**config.mk**
```make
export PLATFORM = sky130hd
export DESIGN_NAME = csg_fanout_buf
export DESIGN_NICKNAME = d
export VERILOG_FILES = /design/src/rtl/csg_fanout_pkg.sv /design/src/rtl/csg_gate_ctl.sv /design/src/rtl/csg_capture_reg.sv /design/src/rtl/csg_fanout_drv.sv /design/src/rtl/csg_fanout_buf.sv
export SDC_FILE = /design/constraint.sdc
export NUM_CORES = 1
export LEC_CHECK = 0
export ABC_AREA = 1
export BUFFER_PORTS_ARGS = -buffer_cell sky130_fd_sc_hd__buf_2
export CAP_MARGIN = 20
export CORE_MARGIN = 3
export CORE_UTILIZATION = 38
export DETAILED_ROUTE_END_ITERATION = 10
export PLACE_DENSITY = 0.75
export RECOVER_POWER = 100
export SYNTH_ARGS = -nofsm -noshare
export SYNTH_HDL_FRONTEND = slang
export SYNTH_SLANG_ARGS = --single-unit
```
**constraint.sdc**
```tcl
create_clock -name clk -period 0.8 [get_ports clk]
set_clock_uncertainty 0.05 [all_clocks]
set_input_delay 0.16 -clock clk [delete_from_list [all_inputs] [get_ports clk]]
set_output_delay 0.16 -clock clk [all_outputs]
set_load 0.05 [all_outputs]
```
**src/rtl/csg_fanout_pkg.sv**
```systemverilog
package csg_fanout_pkg;
  typedef enum logic {
    CAP_UPDATE = 1'b0,
    CAP_HOLD   = 1'b1
  } cap_mode_e;
endpackage

```
**src/rtl/csg_gate_ctl.sv**
```systemverilog
module csg_gate_ctl
  import csg_fanout_pkg::*;
#(
  parameter int N_SEL = 2
) (
  input  logic             gate_en,
  input  logic [N_SEL-1:0] sel_n,
  output cap_mode_e        mode
);
  // Gating is armed only when gate_en is high and no select line is asserted
  always_comb begin
    if (gate_en && (&sel_n)) mode = CAP_HOLD;
    else                     mode = CAP_UPDATE;
  end
endmodule

```
**src/rtl/csg_capture_reg.sv**
```systemverilog
module csg_capture_reg
  import csg_fanout_pkg::*;
#(
  parameter int WIDTH = 28
) (
  input  logic             clk,
  input  logic             rst_n,
  input  cap_mode_e        mode,
  input  logic [WIDTH-1:0] d,
  output logic [WIDTH-1:0] q
);
  always_ff @(posedge clk or negedge rst_n) begin
    if (!rst_n)                  q <= '0;
    else if (mode == CAP_UPDATE) q <= d;
  end


  always @(posedge clk) begin
    if (!rst_n) rst_clear_chk: assert (q == '0);
  end


  hold_keeps_chk: assert property (@(posedge clk) disable iff (!rst_n)
    (mode == CAP_HOLD) |=> $stable(q));
endmodule

```
**src/rtl/csg_fanout_drv.sv**
```systemverilog
module csg_fanout_drv #(
  parameter int WIDTH  = 28,
  parameter int COPIES = 2
) (
  input  logic                          clk,
  input  logic [WIDTH-1:0]              q,
  output logic [COPIES-1:0][WIDTH-1:0]  qout
);
  for (genvar c = 0; c < COPIES; c++) begin : g_copy
    assign qout[c] = q;
    if (c > 0) begin : g_cmp

      always @(negedge clk) copy_match_chk: assert (qout[c] == qout[0]);
    end
  end
endmodule

```
**src/rtl/csg_fanout_buf.sv**
```systemverilog
module csg_fanout_buf
  import csg_fanout_pkg::*;
#(
  parameter int WIDTH = 28
) (
  input  logic             clk,
  input  logic             rst_n,
  input  logic             gate_en,
  input  logic             cs0_n,
  input  logic             cs1_n,
  input  logic [WIDTH-1:0] din,
  output logic [WIDTH-1:0] qa,
  output logic [WIDTH-1:0] qb
);
  localparam int N_SEL  = 2;
  localparam int COPIES = 2;

  cap_mode_e                        mode;
  logic [WIDTH-1:0]                 q_reg;
  logic [COPIES-1:0][WIDTH-1:0]     fan;

  csg_gate_ctl #(.N_SEL(N_SEL)) u_ctl (
    .gate_en (gate_en),
    .sel_n   ({cs1_n, cs0_n}),
    .mode    (mode)
  );

  csg_capture_reg #(.WIDTH(WIDTH)) u_reg (
    .clk   (clk),
    .rst_n (rst_n),
    .mode  (mode),
    .d     (din),
    .q     (q_reg)
  );

  csg_fanout_drv #(.WIDTH(WIDTH), .COPIES(COPIES)) u_fan (
    .clk  (clk),
    .q    (q_reg),
    .qout (fan)
  );

  assign qa = fan[0];
  assign qb = fan[1];


  sel_update_chk: assert property (@(posedge clk) disable iff (!rst_n)
    (gate_en && !(cs0_n && cs1_n)) |=> (qa == $past(din)));


  ungated_update_chk: assert property (@(posedge clk) disable iff (!rst_n)
    (!gate_en) |=> (qb == $past(din)));


  port_hold_chk: assert property (@(posedge clk) disable iff (!rst_n)
    (gate_en && cs0_n && cs1_n) |=> $stable(qa));
endmodule

```
==> run summary, run 1 <==
Dpl cells: 255
Design Area, Final: 2170 um^2
Worst setup path class: reg -> out
Maximum clock path buffer count: 2
Library cells used by synthesis: 6
Setup crit start kind: flip-flop
Worst-Margin Slew: 0.259 ns
Die area: 4560 um^2
R2r setup slk: -0.02 ns
1st-iter DRT viols: 66
Synth Warn #: 0
Req. time, crit path: 0.59 ns
RSZ-0062 raised after global routing: true
Critical path's largest stage delay: 0.44 ns
GRT overflow: 0
Yosys top cell by area: dfrtp_1
Routed WL: 3720 um
Rows: 21
Hold EP: u_reg.q[23]$_DFFE_PN0N_
Final Wtd Congestion: 0.642
CTS tree: built
Pins Over Slew Limit: 0
Post-route setup slack: -0.286 ns
First-pass GRT wire length: 5840 um
CP cell instances: buf_6
FF-to-FF End: u_reg.q[19]$_DFFE_PN0N_
Vias per std cell: 4.84
Reg2Reg Depth: 3
Post-DP HPWL: 2470 um
Commonest cells after routing, fill and taps aside: buf_6 (59), nand2_1 (56), buf_2 (32)
Most common cell after layout, fill and taps aside: buf_6
Vias post-DR: 1268
Ports: 89
# fillers: 317
Fmax achieved: 921 MHz
Clock slew at reported path FFs: 0.09 ns
Layout cell share with drive strength beyond 1: 60.6%
Flops & latches, synth: 28
WP depth: 1
P&R area growth vs syn: 50.7%
Worst slew margin: 82.7%
Top cell type's share of synthesized area: 48.7%
Status: finished with violations
Worst r2r src: u_reg.q[19]$_DFFE_PN0N_
Num CTS Buffers: 3
Initial core utilization: 41.1%
Post-synthesis average cell area: 9.46 um^2
Worst path top cell family by delay: flip-flops
# diodes: 0
Vias in the first global route: 1238
Total DRC errors in the routed layout: 0
CP Capture Type: output port
Routed Antenna Nets: 0
Worst path bufs/invs: 1
Max reg flops: 28
H-tree depth: 1
Core area: 3490 um^2
Endpoints failing setup: 58
Clk_lat worst skew: 0.27 ns
Failing checks: negative setup slack
Nets: 250
Non-filler cells, final: 262
GRT Overall Usage: 16.8%
Die Y: 67.5 um
Post-synthesis sequential area ratio: 48.7%
Max FO, Critical Path: 3
WL/cell: 14.2 um
Dpl cell area: 1720 um^2
Beginning of the worst hold path: din[23]
Pleak: 1.10 nW
Crit path DAT: 0.88 ns
Largest net degree at the start of global routing: 29
Cell Area, Synth: 1440 um^2
Power Dens Cells: 2030 nW/um^2
Antenna violations before repair: 0
Syn_nets: 185
Hold Fails Final Rpt: 0
Clock Sinks: 28
Final min period: 1.09 ns
Final period util: 136%
Slowest-stage cell, CP: dfrtp_2
Maxcap violations: 0
Drt first pass iters: 4
Hold depth: 3
I/O Buffers: 88
Die X: 67.5 um
Hold WC Path Type: in -> reg
Worst VDD drop: 1.48 mV
Clk root buf: clkbuf_8
Synth area leaders: dfrtp_1 (49%), buf_4 (15%), nand2_1 (15%)
Syn Inst Count: 152
==> routing by layer <==
layer / vias up / part of all wire, % / global-route usage (%)
met3: 2 / 8.8 / 5.66
met2: 56 / 52 / 30.0
met5: - / 0 / 0
li1: 605 / - / -
met4: 0 / 0.51 / 3.04
met1: 605 / 39 / 19.4
==> through the flow <==
stage          hold WS (ns)  setup TNS [ns]  util (%)  worst slack (ns)  total power (W)
2_1_floorplan        -0.186           -3.88         -            -0.116          0.00297
3_3_place_gp         0.0659           -1.03      49.3           -0.0306          0.00298
3_5_place_dp         0.0687           -1.76      49.3           -0.0480          0.00300
4_1_cts              0.0254          -16.17      61.6            -0.295          0.00442
5_1_grt              0.0189          -18.02      62.0            -0.328          0.00461
6_report             0.0327          -15.67      62.0            -0.286          0.00440
==> what timing repair did <==
action	4_1_cts	5_1_grt
pin swaps	0	2
resized for setup	112	2
hold buffers	1	0
endpoints found under the setup margin	56	56
setup buffers	0	2
hold endpoints to repair	28	0
==> synth_stat cells <==
cell type,count
dfrtp_1,28
buf_6,11
buf_4,28
nand2_1,56
nand4_1,28
nand3_4,1
==> where the power goes <==
part           internal [W]  switching [W]  leakage [nW]
clock network      0.000669       0.000430        0.0357
registers           0.00154       0.000132         0.302
logic              0.000566        0.00106         0.764
total               0.00278        0.00162          1.10
==> cell type report <==
| cell class | count | area (um^2) | area share (%) |
|---|---|---|---|
| repair buffers | 99 | 900 | 41.5 |
| clock buffers | 3 | 41.3 | 1.91 |
| clock inverters | 1 | 30.0 | 1.39 |
| well taps | 46 | 57.6 | 2.66 |
| flip-flops and latches | 28 | 736 | 33.9 |
| multi-input cells | 85 | 403 | 18.6 |
==> how the worst max path moves through the flow <==
stage	slack (ns)	endpoint	startpoint
6_report	-0.29	qb[19]	u_reg.q[19]$_DFFE_PN0N_
3_3_place_gp	-0.03	qb[3]	u_reg.q[3]$_DFFE_PN0N_
4_1_cts	-0.30	qa[2]	u_reg.q[2]$_DFFE_PN0N_
3_5_place_dp	-0.05	u_reg.q[6]$_DFFE_PN0N_	cs0_n
5_1_grt	-0.33	qa[10]	u_reg.q[10]$_DFFE_PN0N_
2_1_floorplan	-0.12	qb[0]	u_reg.q[0]$_DFFE_PN0N_
==> cell families after synthesis <==
kind of cell / after synthesis / share of synthesized area [%]
buf+inv: 39 / 23.2
simple gates: 85 / 28.0
flops: 28 / 48.7
(Power assumes the default switching activity.)
==> inputs of run 2 (changes only) <==
--- a/config.mk
+++ b/config.mk
@@ -5,11 +5,10 @@
 export SDC_FILE = /design/constraint.sdc
 export NUM_CORES = 1
 export LEC_CHECK = 0
-export ABC_AREA = 1
 export BUFFER_PORTS_ARGS = -buffer_cell sky130_fd_sc_hd__buf_2
 export CAP_MARGIN = 20
 export CORE_MARGIN = 3
-export CORE_UTILIZATION = 38
+export CORE_UTILIZATION = 37
 export DETAILED_ROUTE_END_ITERATION = 10
 export PLACE_DENSITY = 0.75
 export RECOVER_POWER = 100
==> run 2 against run 1 <==
Against the previous run: the run still ends with negative setup slack left; via count is 30% lower; die area decreased by 3.8%; critical path depth unchanged; non-clock buffer count down 2; highest routed layer unchanged; critical path type unchanged; flip-flop and latch count unchanged; sequential power barely moved; routed wire length fell by 16%; combinational power decreased by 2%; final cell count down 22%.
==> run summary, run 2 <==
GRT Overall Usage: 14.4%
Multi-input gate area: 408 um^2
Library cells used by synthesis: 6
Status: finished with violations
R2r setup slk: -0.19 ns
Total DRC errors in the routed layout: 0
Power Dens Cells: 1830 nW/um^2
Synth Flop Type: dfrtp_1
Most common cell after layout, fill and taps aside: buf_6
Routed WL: 3110 um
1st-iter DRT viols: 14
Worst-Margin Slew: 0.350 ns
GRT overflow: 0
Failing checks: negative setup slack
Nets: 192
Setup crit end: qb[10]
Layout cell share with drive strength beyond 1: 99.4%
Clock share of power: 17.0%
Pins Over Slew Limit: 0
Rows: 21
Worst slew margin: 76.7%
Vias per std cell: 4.33
Largest net degree at the start of global routing: 29
Drt first pass iters: 2
Final Wtd Congestion: 0.616
Core area: 3420 um^2
Yosys top cell by area: dfrtp_1
Flops & latches, synth: 28
Max reg flops: 28
Top cell type's share of synthesized area: 52.2%
Worst path bufs/invs: 1
H-tree depth: 1
FF-to-FF End: u_reg.q[10]$_DFFE_PN0N_
Hold WC Path Type: in -> reg
Clk root buf: clkbuf_4
Setup crit start kind: flip-flop
FFs w/ async S/R, synth: 100%
Hold Buf Count CTS: 1
Dpl cell area: 1700 um^2
Cell Area, Synth: 1340 um^2
Fmax achieved: 863 MHz
# diodes: 0
Maximum clock path buffer count: 2
Internal power of the cells: 0.00245 W
Hold Fails Final Rpt: 0
Vias post-DR: 883
Die X: 66.2 um
Slowest-stage cell, CP: dfrtp_2
WP depth: 1
Max FO, Critical Path: 3
CP cell instances: buf_6
Antenna violations before repair: 0
CP Capture Type: output port
Critical path's largest stage delay: 0.46 ns
Non-filler cells, final: 204
WL/cell: 15.2 um
Maxcap violations: 0
Post-synth EDFFs: 0
FF/Latch Area: 736 um^2
I/O Buffers: 88
Worst VDD drop: 0.842 mV
Reg2Reg Depth: 2
Setup WS pre-CTS: -0.278 ns
Syn_nets: 120
Worst r2r src: u_reg.q[10]$_DFFE_PN0N_
Commonest cells after routing, fill and taps aside: buf_6 (59), buf_2 (32), dfrtp_2 (28)
Seq pwr share: 42.5%
P&R area growth vs syn: 59.1%
Worst setup path class: reg -> out
Synth Warn #: 0
RSZ-0062 raised after global routing: true
First-pass GRT wire length: 4710 um
Vias in the first global route: 1019
Post-route setup slack: -0.359 ns
Pleak: 1.06 nW
Crit path DAT: 0.95 ns
Synth top cells by count: buf_4 (28), dfrtp_1 (28), mux2_4 (20)
Die Y: 66.2 um
Clk_lat worst skew: 0.31 ns
Design Area, Final: 2130 um^2
Switching power: 0.00147 W
Comb pwr share: 40.5%
Die area: 4380 um^2
Num CTS Buffers: 3
Clock Sinks: 28
Worst path top cell family by delay: flip-flops
CTS tree: built
Switch share: 37.5%
Ports: 89
Initial core utilization: 39.3%
Post-synthesis sequential area ratio: 52.2%
Final min period: 1.16 ns
Endpoints failing setup: 84
Synth area leaders: dfrtp_1 (52%), mux2_4 (22%), buf_4 (16%)
Req. time, crit path: 0.59 ns
Core Util, Final: 62.5%
Post-synthesis average cell area: 15.4 um^2
Syn Inst Count: 87
Post-DP HPWL: 1990 um
# fillers: 235
Hold_ws: 0.00717 ns
Routed Antenna Nets: 0
Clock slew at reported path FFs: 0.15 ns
Worst setup path start: u_reg.q[10]$_DFFE_PN0N_
Dpl cells: 194
Final period util: 145%
## run 2: repair_timing
| action | 4_1_cts | 5_1_grt |
|---|---|---|
| hold endpoints to repair | 33 | 11 |
| gates cloned | 0 | 0 |
| gates resized for setup | 106 | 10 |
| buffers inserted | 5 | 1 |
| endpoints found under the setup margin | 84 | 84 |
| pin swaps | 0 | 0 |
## run 2: cells by family (layout without fill, tap and decap cells)
logic type	after synthesis	after routing	synth area share [%]
buffers and inverters	30	101	17.4
multiplexers	28	28	29.1
flip-flops	28	28	52.2
AND/OR/NAND/NOR	1	1	1.31
## run 2: cell type report
cell class | instances | area share, %
clock buffers | 4 | 1.70
flip-flops and latches | 28 | 34.5
well taps | 46 | 2.70
multi-input cells | 29 | 19.1
repair buffers | 97 | 42.0
## run 2: metrics by stage
step,TNS (ns),total power [W]
final,-21.58,0.00392
after global routing,-24.43,0.00408
after CTS,-22.38,0.00392
after detailed placement,-7.49,0.00294
after global placement,-6.91,0.00292
after floorplan,-8.91,0.00274
## run 2: worst min path at each step
stage / from / slack [ns] / depth (start not counted) / endpoint
after floorplan: rst_n / -0.19 / 0 / u_reg.q[0]$_DFFE_PN0N_
after global placement: rst_n / 0.06 / 2 / u_reg.q[21]$_DFFE_PN0N_
after detailed placement: rst_n / 0.07 / 2 / u_reg.q[21]$_DFFE_PN0N_
after CTS: din[9] / -0.005 / 2 / u_reg.q[9]$_DFFE_PN0N_
after global routing: din[9] / -0.01 / 2 / u_reg.q[9]$_DFFE_PN0N_
final: din[9] / 0.007 / 2 / u_reg.q[9]$_DFFE_PN0N_
## run 2: power by group through the flow
stage	Combinational [W]	Sequential [W]	Clock, W
3_5_place_dp	0.00130	0.00163	0
5_1_grt	0.00164	0.00168	0.000755
2_1_floorplan	0.000732	0.00201	0
3_3_place_gp	0.00129	0.00163	0
6_report	0.00159	0.00167	0.000665
4_1_cts	0.00157	0.00165	0.000696
## run 2: layer usage
metal	track usage, %	up-vias	wire, um
met5	0	-	0
met3	3.91	2	256
li1	-	405	-
met1	15.4	425	1050
met2	27.0	51	1790
met4	4.57	0	16
==> inputs of run 3 (changes only) <==
--- a/config.mk
+++ b/config.mk
@@ -7,11 +7,12 @@
 export LEC_CHECK = 0
 export BUFFER_PORTS_ARGS = -buffer_cell sky130_fd_sc_hd__buf_2
 export CAP_MARGIN = 20
-export CORE_MARGIN = 3
-export CORE_UTILIZATION = 37
+export CORE_MARGIN = 2
+export CORE_UTILIZATION = 40
 export DETAILED_ROUTE_END_ITERATION = 10
-export PLACE_DENSITY = 0.75
+export PLACE_DENSITY = 0.77
 export RECOVER_POWER = 100
 export SYNTH_ARGS = -nofsm -noshare
 export SYNTH_HDL_FRONTEND = slang
+export SYNTH_HIERARCHICAL = 1
 export SYNTH_SLANG_ARGS = --single-unit
==> run 3 against run 2 <==
Against the previous run: the flow still finishes with violations (negative setup slack); worst setup slack improved by 0.032 ns; register-to-register slack barely moved; non-clock buffer count rose by 13; total power rose by 13%.
==> run summary, run 3 <==
P&R area growth vs syn: 49.4%
Routed WL: 3230 um
Rows: 22
Setup crit start kind: flip-flop
R2r setup slk: -0.18 ns
Crit path DAT: 0.92 ns
Syn_nets: 149
Final Wtd Congestion: 0.679
Synth area leaders: dfrtp_1 (45%), buf_4 (27%), mux2_4 (19%)
Final min period: 1.13 ns
Critical path's largest stage delay: 0.45 ns
Dpl cell area: 1650 um^2
Die Y: 66.6 um
Hold depth: 2
Top cell type's share of synthesized area: 44.7%
Nets: 205
Ports: 89
Syn Inst Count: 116
Clock share of power: 24.8%
Worst path bufs/invs: 1
Max reg flops: 28
Largest net degree at the start of global routing: 29
Synth Flop Type: dfrtp_1
Layout cell share with drive strength beyond 1: 82.5%
First-pass GRT wire length: 4660 um
Most frequent cell after synthesis: buf_4
Die X: 66.6 um
Final Power: 0.00444 W
Pleak: 1.17 nW
Cell Area, Synth: 1570 um^2
Core area: 3720 um^2
Drt first pass iters: 2
Slowest-stage cell, CP: dfrtp_1
Post-synthesis average cell area: 13.5 um^2
Hold WC Path Type: in -> reg
CTS tree: built
CP Capture Type: output port
Library cells used by synthesis: 7
Hold Fails Final Rpt: 0
Switch share: 34.5%
Maxcap violations: 0
Post-synthesis sequential area ratio: 44.7%
H-tree depth: 1
Design Area, Final: 2340 um^2
Hold EP: u_reg/q[24]$_DFFE_PN0N_
Max FO, Critical Path: 3
Internal power of the cells: 0.00291 W
GRT overflow: 0
Clk_lat worst skew: 0.27 ns
Num CTS Buffers: 3
Worst path top cell family by delay: flip-flops
Worst-Margin Slew: 0.255 ns
Endpoints failing setup: 84
Comb pwr share: 38.2%
Antenna violations before repair: 0
Vias post-DR: 932
Fmax achieved: 888 MHz
Flops & latches, synth: 28
WL/cell: 14.8 um
Post-synth EDFFs: 0
Die area: 4440 um^2
Power Dens Cells: 1890 nW/um^2
Post-route setup slack: -0.326 ns
Clk root buf: clkbuf_8
Vias per std cell: 4.26
RSZ-0062 raised after global routing: true
Final period util: 141%
Worst VDD drop: 1.02 mV
GRT Overall Usage: 14.6%
Clock slew at reported path FFs: 0.10 ns
Switching power: 0.00153 W
Initial core utilization: 42.2%
Worst r2r src: u_reg/q[14]$_DFFE_PN0N_
Status: finished with violations
Seq pwr share: 37.0%
Yosys top cell by area: dfrtp_1
Routed Antenna Nets: 0
Req. time, crit path: 0.59 ns
Most common cell after layout, fill and taps aside: buf_6
Maximum clock path buffer count: 2
Synth top cells by count: buf_4 (56), dfrtp_1 (28), mux2_4 (20)
Failing checks: negative setup slack
Synth Warn #: 6
Total DRC errors in the routed layout: 0
Vias in the first global route: 927
I/O Buffers: 88
Worst setup path class: reg -> out
CP cell instances: buf_6
FFs w/ async S/R, synth: 100%
Commonest cells after routing, fill and taps aside: buf_6 (64), buf_2 (28), dfrtp_1 (28)
Reg2Reg Depth: 2
Pins Over Slew Limit: 0
Beginning of the worst hold path: din[24]
FF-to-FF End: u_reg/q[14]$_DFFE_PN0N_
Worst slew margin: 83.0%
Clock Sinks: 28
1st-iter DRT viols: 39
# diodes: 0
==> run 3: cell count changes in the layout (fill, tap and decap cells not counted), moves of 2 or more <==
cell	change
buf_16	+2
buf_12	+2
dfrtp_2	-28
mux2_2	-7
buf_4	+7
clkbuf_8	+2
dfrtp_1	+28
clkbuf_4	-3
buf_2	-4
mux2_4	+7
buf_6	+5
==> run 3: through the flow <==
step	std cells	utilization, %	worst slack (ns)	setup TNS, ns	hold WS, ns
floorplan	116	-	-0.267	-6.63	-0.186
global placement	196	44.4	-0.325	-9.62	0.0683
detailed placement	196	44.4	-0.346	-10.11	0.0717
CTS	214	59.0	-0.295	-19.07	0.0551
global route	219	63.1	-0.372	-22.29	0.0328
finish	219	63.1	-0.326	-19.13	0.0564
==> run 3: what timing repair did <==
item	CTS	global route
gates cloned	3	0
resized for setup	93	40
setup endpoints to repair	84	84
buffers inserted	10	7
hold endpoints to repair	28	0
pin swaps	1	0
hold buffers	1	0
==> run 3: worst max-delay path by stage <==
stage / from / endpoint / depth (start not counted)
after CTS: u_reg/q[0]$_DFFE_PN0N_ / qb[0] / 1
after detailed placement: gate_en / u_reg/q[0]$_DFFE_PN0N_ / 4
after global routing: u_reg/q[2]$_DFFE_PN0N_ / qa[2] / 1
after global placement: gate_en / u_reg/q[22]$_DFFE_PN0N_ / 4
final: u_reg/q[2]$_DFFE_PN0N_ / qa[2] / 1
after floorplan: gate_en / u_reg/q[10]$_DFFE_PN0N_ / 4
==> run 3: metal layers <==
layer,GRT usage [%],vias to the layer above,part of all wire (%)
li1,-,430,-
met1,16.9,455,38
met2,27.0,45,55
met3,2.03,2,5.9
met4,5.36,0,0.84
met5,0,-,0
==> run 3: cells by family (layout without fill, tap and decap cells) <==
kind of cell	Yosys count	after routing	share of synthesized area (%)
buffers and inverters	59	114	30.1
DFF	28	28	44.7
muxes	28	28	24.9
and+or+nand+nor	1	1	0.399
==> run 3: power by group through the flow <==
stage	Combinational [W]	Clock [W]	Sequential, W
detailed placement	0.00128	0	0.00162
global placement	0.00127	0	0.00162
CTS	0.00159	0.00113	0.00162
finish	0.00170	0.00110	0.00164
global route	0.00176	0.00122	0.00166
floorplan	0.00127	0	0.00161
==> run 3: final cells by class <==
cell class / instances / area [um^2]
Clock inverter: 1 / 30.0
Multi-Input combinational cell: 29 / 428
Fill cell: 277 / 1370
Timing Repair Buffer: 110 / 1080
Clock buffer: 3 / 41.3
Tap cell: 48 / 60.1
Sequential cell: 28 / 701
==> run 3: worst register-to-register path: stages (launching register included) <==
cell	delay (ns)
dfrtp_1	0.43
buf_4	0.15
mux2_4	0.25
